File: src/rtl/attr_pix_pkg.sv
// Package: shared widths and field positions of the attribute pixel unit.
// Assumes one 8-bit byte per CPU cycle carrying a 6-bit colour at bits 6..1.
package attr_pix_pkg;
    localparam int BYTE_W   = 8;
    localparam int COLOR_W  = 6;
    localparam int COLOR_LO = 1;
    localparam int NIB_W    = 4;
    localparam int DPH_LO   = 2;

    // Per-cycle display controls captured together with the byte.
    typedef struct packed {
        logic src_dph;
        logic force_bg;
        logic blank;
    } cyc_ctl_t;
endpackage

File: src/rtl/attr_pix_phase.sv
// Module: pixel phase counter. Counts pixel clocks inside one CPU cycle and
// flags the last one, whose closing edge samples the byte and controls.
// Assumes PHASES is at least 2.
module attr_pix_phase #(
    parameter int PHASES = 4,
    localparam int PH_W  = $clog2(PHASES)
) (
    input  logic            clk,
    input  logic            rst_n,
    output logic [PH_W-1:0] phase,
    output logic            slot
);
    // Wraps the phase count at the end of each CPU cycle.
    always_ff @(posedge clk) begin
        if (!rst_n)
            phase <= '0;
        else if (phase == PH_W'(PHASES - 1))
            phase <= '0;
        else
            phase <= phase + 1'b1;
    end

    assign slot = (phase == PH_W'(PHASES - 1));
endmodule

File: src/rtl/attr_pix_regs.sv
// Module: video register set. Holds foreground, background, pixel and
// pixel-data registers plus the captured cycle controls; all update only
// when take is high. Assumes the byte layout given in attr_pix_pkg.
module attr_pix_regs
    import attr_pix_pkg::*;
(
    input  logic               clk,
    input  logic               rst_n,
    input  logic               take,
    input  logic [BYTE_W-1:0]  byte_in,
    input  logic               ld_fg,
    input  logic               ld_bg,
    input  logic               ld_dph,
    input  logic               ld_shl,
    input  cyc_ctl_t           ctl_in,
    output logic [COLOR_W-1:0] fg_q,
    output logic [COLOR_W-1:0] bg_q,
    output logic [NIB_W-1:0]   pix_q,
    output logic [BYTE_W-1:0]  dph_q,
    output cyc_ctl_t           ctl_q
);
    logic [BYTE_W-1:0]  val;
    logic [NIB_W-1:0]   pix_nx;
    logic [COLOR_W-1:0] col;

    // Forms the stored value and the pixel nibble for plain or shifted loads.
    always_comb begin
        if (ld_shl) begin
            val    = {byte_in[BYTE_W-2:0], 1'b1};
            pix_nx = {2'b11, byte_in[BYTE_W-1], byte_in[BYTE_W-2]};
        end else begin
            val    = byte_in;
            pix_nx = {byte_in[0], byte_in[0], byte_in[BYTE_W-1], byte_in[BYTE_W-1]};
        end
        col = val[COLOR_LO +: COLOR_W];
    end

    // Loads the colour registers under their strobes.
    always_ff @(posedge clk) begin
        if (!rst_n) begin
            fg_q <= '0;
            bg_q <= '0;
        end else if (take) begin
            if (ld_fg) fg_q <= col;
            if (ld_bg) bg_q <= col;
        end
    end

    // Loads the pixel register every cycle and the data register on strobe.
    always_ff @(posedge clk) begin
        if (!rst_n) begin
            pix_q <= '0;
            dph_q <= '0;
        end else if (take) begin
            pix_q <= pix_nx;
            if (ld_dph) dph_q <= val;
        end
    end

    // Captures the display controls for the following CPU cycle.
    always_ff @(posedge clk) begin
        if (!rst_n)
            ctl_q <= '{src_dph: 1'b0, force_bg: 1'b0, blank: 1'b1};
        else if (take)
            ctl_q <= ctl_in;
    end
endmodule

File: src/rtl/attr_pix_mux.sv
// Module: pixel selector and output register. Picks the nibble source,
// orders its bits most significant first by phase, maps the bit to a
// colour and registers the result. Assumes PHASES equals NIB_W.
module attr_pix_mux
    import attr_pix_pkg::*;
#(
    parameter int PHASES = NIB_W,
    localparam int PH_W  = $clog2(PHASES)
) (
    input  logic               clk,
    input  logic               rst_n,
    input  logic [PH_W-1:0]    phase,
    input  logic [COLOR_W-1:0] fg_q,
    input  logic [COLOR_W-1:0] bg_q,
    input  logic [NIB_W-1:0]   pix_q,
    input  logic [BYTE_W-1:0]  dph_q,
    input  cyc_ctl_t           ctl_q,
    output logic [COLOR_W-1:0] color
);
    logic [NIB_W-1:0] nib;
    logic [NIB_W-1:0] order;
    logic             bit_sel;

    assign nib = ctl_q.src_dph ? dph_q[DPH_LO +: NIB_W] : pix_q;

    for (genvar k = 0; k < NIB_W; k++) begin : g_order
        assign order[k] = nib[NIB_W-1-k];
    end

    assign bit_sel = order[phase];

    // Registers the colour of the pixel for the current phase.
    always_ff @(posedge clk) begin
        if (!rst_n)
            color <= '0;
        else if (ctl_q.blank)
            color <= '0;
        else if (ctl_q.force_bg || bit_sel)
            color <= bg_q;
        else
            color <= fg_q;
    end
endmodule

File: src/rtl/attr_pix_unit.sv
// Module: attribute pixel output unit, top level. Samples one video byte
// and its controls per CPU cycle and shows four pixels in the next cycle.
// Assumes the pixel clock runs at four times the CPU cycle rate.
module attr_pix_unit
    import attr_pix_pkg::*;
#(
    parameter int PHASES = NIB_W
) (
    input  logic               clk,
    input  logic               rst_n,
    input  logic [BYTE_W-1:0]  vid_byte,
    input  logic               ld_fg,
    input  logic               ld_bg,
    input  logic               ld_dph,
    input  logic               ld_shl,
    input  logic               src_dph,
    input  logic               force_bg,
    input  logic               blank,
    output logic               load_slot,
    output logic [COLOR_W-1:0] pix_color
);
    localparam int PH_W = $clog2(PHASES);

    logic [PH_W-1:0]    phase;
    logic [COLOR_W-1:0] fg_q;
    logic [COLOR_W-1:0] bg_q;
    logic [NIB_W-1:0]   pix_q;
    logic [BYTE_W-1:0]  dph_q;
    cyc_ctl_t           ctl_in;
    cyc_ctl_t           ctl_q;
    logic               force_q;
    logic               blank_q;

    assign ctl_in  = '{src_dph: src_dph, force_bg: force_bg, blank: blank};
    assign force_q = ctl_q.force_bg;
    assign blank_q = ctl_q.blank;

    attr_pix_phase #(.PHASES(PHASES)) u_phase (
        .clk   (clk),
        .rst_n (rst_n),
        .phase (phase),
        .slot  (load_slot)
    );

    attr_pix_regs u_regs (
        .clk     (clk),
        .rst_n   (rst_n),
        .take    (load_slot),
        .byte_in (vid_byte),
        .ld_fg   (ld_fg),
        .ld_bg   (ld_bg),
        .ld_dph  (ld_dph),
        .ld_shl  (ld_shl),
        .ctl_in  (ctl_in),
        .fg_q    (fg_q),
        .bg_q    (bg_q),
        .pix_q   (pix_q),
        .dph_q   (dph_q),
        .ctl_q   (ctl_q)
    );

    attr_pix_mux #(.PHASES(PHASES)) u_mux (
        .clk   (clk),
        .rst_n (rst_n),
        .phase (phase),
        .fg_q  (fg_q),
        .bg_q  (bg_q),
        .pix_q (pix_q),
        .dph_q (dph_q),
        .ctl_q (ctl_q),
        .color (pix_color)
    );
endmodule

File: config.mk
export PLATFORM = sky130hd
export DESIGN_NAME = attr_pix_unit
export DESIGN_NICKNAME = d
export VERILOG_FILES = /design/src/rtl/attr_pix_pkg.sv /design/src/rtl/attr_pix_phase.sv /design/src/rtl/attr_pix_regs.sv /design/src/rtl/attr_pix_mux.sv /design/src/rtl/attr_pix_unit.sv
export SDC_FILE = /design/constraint.sdc
export NUM_CORES = 1
export LEC_CHECK = 0
export CAP_MARGIN = 20
export CORE_MARGIN = 2
export CORE_UTILIZATION = 51
export CTS_CLUSTER_SIZE = 30
export DETAILED_ROUTE_END_ITERATION = 10
export GPL_ROUTABILITY_DRIVEN = 1
export PLACE_DENSITY = 0.8
export SETUP_SLACK_MARGIN = 0.05
export SLEW_MARGIN = 20
export SYNTH_ARGS = -nofsm -noshare
export SYNTH_HDL_FRONTEND = slang
export SYNTH_SLANG_ARGS = --single-unit
File: constraint.sdc
create_clock -name clk -period 3.14 [get_ports clk]
set_input_delay 0.628 -clock clk [delete_from_list [all_inputs] [get_ports clk]]
set_output_delay 0.628 -clock clk [all_outputs]
set_load 0.02 [all_outputs]
Word-level counts from Yosys, hierarchy flattened --
Index checks and enable logic that the tools add are counted.
Word-level totals: logic and storage cells 25, ROM bits 0, bits in writable memories 0, output and inout port bits 7, memories kept 0, flip-flop bits (word level) 33, latch bits 0
Operators by class: shift-type cells 0, divide/modulo/power cells 0, add/sub/neg operators 1, multipliers 0, magnitude comparators 1, bitwise operators 1, eq/ne operators 1, muxes and demuxes 6, reduce and logical (&&, ||, !) cells 6
Operators by type and width (number):
- $mux 4 | 2
- $mux 7 | 1
- $mux 6 | 1
- $reduce_and 2->1 | 3
- $reduce_or 2->1 | 2
- $lt 2x3->1 const B | 1
- $add 2x1->2 const B | 1
- $bmux 1 s2 | 1
- $eq 2x2->1 const B | 1
- $logic_or 1x1->1 | 1
- $mux 1 | 1
- $not 1->1 | 1

Depth between registers and ports, before layout --
word-level depth 5, mapped depth 5, gate-level depth less buffers 4

Modules after synthesis --
From an unflattened synthesis, not the netlist that was laid out.
Second synthesis, totals: cells, all modules 139, area total of the unflattened synthesis 1536.5 um^2
Modules (own cells, without submodules):
- attr_pix_regs | instances 1, area an instance 1149.9 um^2, cells an instance 101
- attr_pix_mux | instances 1, area an instance 312.8 um^2, cells an instance 33
- attr_pix_phase | instances 1, area an instance 73.8 um^2, cells an instance 5

Least setup slack after synthesis --
OpenSTA, ideal clock, no wires.
path kind flip-flop to flip-flop, start reg u_phase.phase[0], end reg u_regs.fg_q[2], library setup time 0.116 ns, arrival time 1.402 ns, period minus slack after synthesis 1.518 ns, slack 1.622 ns, buffers on the path 1, stages on the path, launching flop included 6, cells stage by stage dfxtp_1 -> ha_1 -> and2_1 -> clkbuf_1 -> nand2_1 -> o211a_1
Between the ends: word-level cells in the longest chain between the ends 2
RTL lines:
- start: declaration | RTL line attr_pix_phase.sv:10 | output logic [PH_W-1:0] phase,
- start signal: assignment | RTL line attr_pix_phase.sv:20 | phase <= phase + 1'b1;
- $eq 2x2->1 | RTL line attr_pix_phase.sv:23 | assign slot = (phase == PH_W'(PHASES - 1));
- via load_slot | RTL line attr_pix_unit.sv:19 | output logic load_slot,
- $reduce_and 2->1 (no source line)
- end signal: assignment | RTL line attr_pix_regs.sv:44 | if (ld_fg) fg_q <= col;
- end: declaration | RTL line attr_pix_regs.sv:16 | output logic [COLOR_W-1:0] fg_q,
The timed path passes the listed nets, and every way through them passes these cells. A chain may end at the register's enable or synchronous reset.

Worst setup path after layout --
start reg u_phase.phase[0], end out load_slot
Between the ends: word-level cells in the longest chain between the ends 1
RTL lines (RTL line):
- $eq 2x2->1 | attr_pix_phase.sv:23
- end: declaration | attr_pix_unit.sv:19
Every way passes these cells.

==> out/qor.yml <==
status: "complete, no violations"
synth_cell_types: 21
critPathTopFamily: "buffers and inverters"
grt_pass1_wl_mm: 4.22
hold_violations: 0
cts_buffers: 5
grt_use_total_pct: 21.5
fmax_ghz: 0.440
slew_violations: 0
setup_violations: 0
clock_path_buffers: 2
fillers: 192
period_needed_ns: 2.27
cts_tree: "done"
power_uw: 919
post-cts-setup-buffers: 0
setup-tns-final_ns: 0
max_stage_delay_ns: 0.60
route.detailed.drc: 0
slowest_stage: "clkdlybuf4s50_1"
drtPass1Iterations: 4
grt_use_met2_pct: 37.4
numPlacedInstances: 171
clkTransAtPathRegs_ns: 0.10
die_area_um2: 2880
p_leak_nw: 0.821
post_synth_instance_area_um2: 1260
power_frac_seq_pct: 44.5
post_drt_wl_per_cell_um: 14.4
cap_violations: 0
ctsHoldBuffers: 0
routed_wl_mm: 2.57
holdCritPathClass: "reg2reg"
yosys_warnings: 0
synth_top_cells_by_area: "dfxtp_1, mux2i_1, o211a_1, nand2_1, and2_1"
rsz0062_at_grt: "no"
grt_pass1_vias: 944
portBuffers: 23
finClkSkew_ns: 0.0155
cp_num_buf_inv: 1
end_kind: "primary output"
crit_chain: "ha_1 -> clkdlybuf4s50_1"
finalNonFillerCells: 179
die_h_um: 53.7
final_area_um2: 1620
synth-seq-area-share_pct: 47.7
required_ns: 2.51
dpl_cell_area_um2: 1510
p_int_uw: 721
startpoint_type: "flip-flop"
met3_usage_pct: 5.83
row_count: 18
postRouteAntennaNets: 0
grt_overflow: 0
arrival_ns: 1.64
area_delta_synth_final_pct: 28.3
netlist.top_cell.by_area: "dfxtp_1"
nets: 166
cp_max_fo: 5
rrSetupSlack_ns: 1.46
final_util_pct: 67.1
syn_avg_cell_area_um2: 10.2
use_met1_pct: 24.0
io_pins: 24
antenna_found_initial: 0
multi_input_area_um2: 622
cts-root-buf: "clkbuf_4"
num_vias: 973
synth-seq-cells: 30
grt-busiest-layer: "met2"
power.share.clock_pct: 44.4
swShare_pct: 21.6
yosysTopAreaCellShare_pct: 47.7
dr.first_iter.drc_count: 15
via_per_inst: 5.44
path_class: "reg2out"
insertion_delay_ns: 0.34
initial_core_util_pct: 52.3
gp_congestion: 0.768
layout-drive-gt1-share_pct: 8.72
dp_hpwl_mm: 1.86
grt_max_degree: 26
combPwrFrac_pct: 11.1
max_slew_margin_pct: 70.3
core_area_um2: 2410
syn-instance-count: 124
ir_drop_v: 0.000610
seq_area_um2: 601
cts_sinks: 30
switchingPower_uw: 198
htree_levels: 2
syn-num-nets: 142
cts-resized-gates: 0
tightest_slew_ns: 0.445
die_x_um: 53.7
finalCritPeriodShare_pct: 72.3
antenna_cells: 0
pwr_density_cell_nw_per_um2: 569
==> cell usage after synthesis <==
cell and n:
buf_2 2, dfxtp_1 30, and3b_1 1, or2b_1 1
nor2b_1 3, clkbuf_1 4, and2_1 3, o21ai_0 1
nand2_1 31, dlygate4sd1_1 1, nor3_4 1, a211oi_2 1
nor2_1 2, nor3b_1 1, and2b_2 1, mux2i_1 20
o22ai_1 1, ha_1 1, a21oi_1 1, o211a_1 17
buf_1 1
==> state kept, by name, summed over array words and instances (netlist names) <==
name	flops
u_mux.color	6
u_phase.phase	2
u_regs.bg_q	6
u_regs.ctl_q	3
u_regs.dph_q	4
u_regs.fg_q	6
u_regs.pix_q	3
==> path summary, 6_finish.rpt <==
kind                               start                          end  depth (start not counted)
max          u_phase.phase[0]$_SDFF_PP0_                    load_slot                          2
min          u_regs.fg_q[3]$_SDFFE_PN0P_    u_mux.color[3]$_SDFF_PP0_                          2
min reg2reg  u_regs.fg_q[3]$_SDFFE_PN0P_    u_mux.color[3]$_SDFF_PP0_                          2
max reg2reg  u_phase.phase[0]$_SDFF_PP0_  u_regs.bg_q[0]$_SDFFE_PN0P_                          5
==> cell usage in the layout, fill, tap and decap left out <==
master	instances
a211oi_2	1
a21oi_1	1
and2_1	3
and2b_2	1
and3b_1	1
buf_4	2
bufinv_16	2
clkbuf_4	5
clkbuf_8	1
clkdlybuf4s50_1	23
dfxtp_1	30
ha_1	1
mux2i_1	20
nand2_1	31
nor2_1	2
nor2b_1	3
nor3_4	1
nor3b_1	1
o211a_1	17
o21ai_0	1
o22ai_1	1
or2b_1	1
==> through the flow <==
stage	setup WS, ns	hold WS [ns]
floorplan	1.62	0.434
global placement	1.04	0.444
detailed placement	1.02	0.449
CTS	0.859	0.463
global route	0.784	0.487
finish	0.869	0.461
==> per-layer routing <==
metal	wire length, µm	vias to the layer above
met5	0	-
met2	1330	19
met3	99	5
met1	1100	465
met4	40	0
li1	-	484
==> power groups by stage <==
stage          clock network, mW  registers [mW]  logic (mW)
5_1_grt                    0.426           0.412       0.112
3_3_place_gp                   0           0.417       0.100
6_report                   0.408           0.409       0.102
3_5_place_dp                   0           0.418       0.102
4_1_cts                    0.411           0.409       0.103
2_1_floorplan                  0           0.414      0.0663
==> cell families (layout without fill, tap and decap cells) <==
| kind of cell | after synthesis | count (layout) | share of synthesized area [%] |
|---|---|---|---|
| and+or+nand+nor | 44 | 44 | 16.7 |
| DFF | 30 | 30 | 47.7 |
| AOI/OAI and AO/OA | 21 | 21 | 15.8 |
| muxes | 20 | 20 | 15.9 |
| buffers and inverters | 8 | 33 | 2.98 |
| adders and majority gates | 1 | 1 | 0.993 |
==> tightest hold or removal path, cell delays in order (launching register included) <==
cell and delay [ns]:
dfxtp_1 0.32, nand2_1 0.05, mux2i_1 0.05
==> cell type report <==
cell class | instances | share of cell area, %
sequential | 30 | 37.2
timing repair buffer | 25 | 15.2
clock inverter | 2 | 3.72
tap | 30 | 2.32
clock buffer | 6 | 3.17
multi-input combinational | 86 | 38.5
No activity file was read; power rests on OpenSTA's default activity.
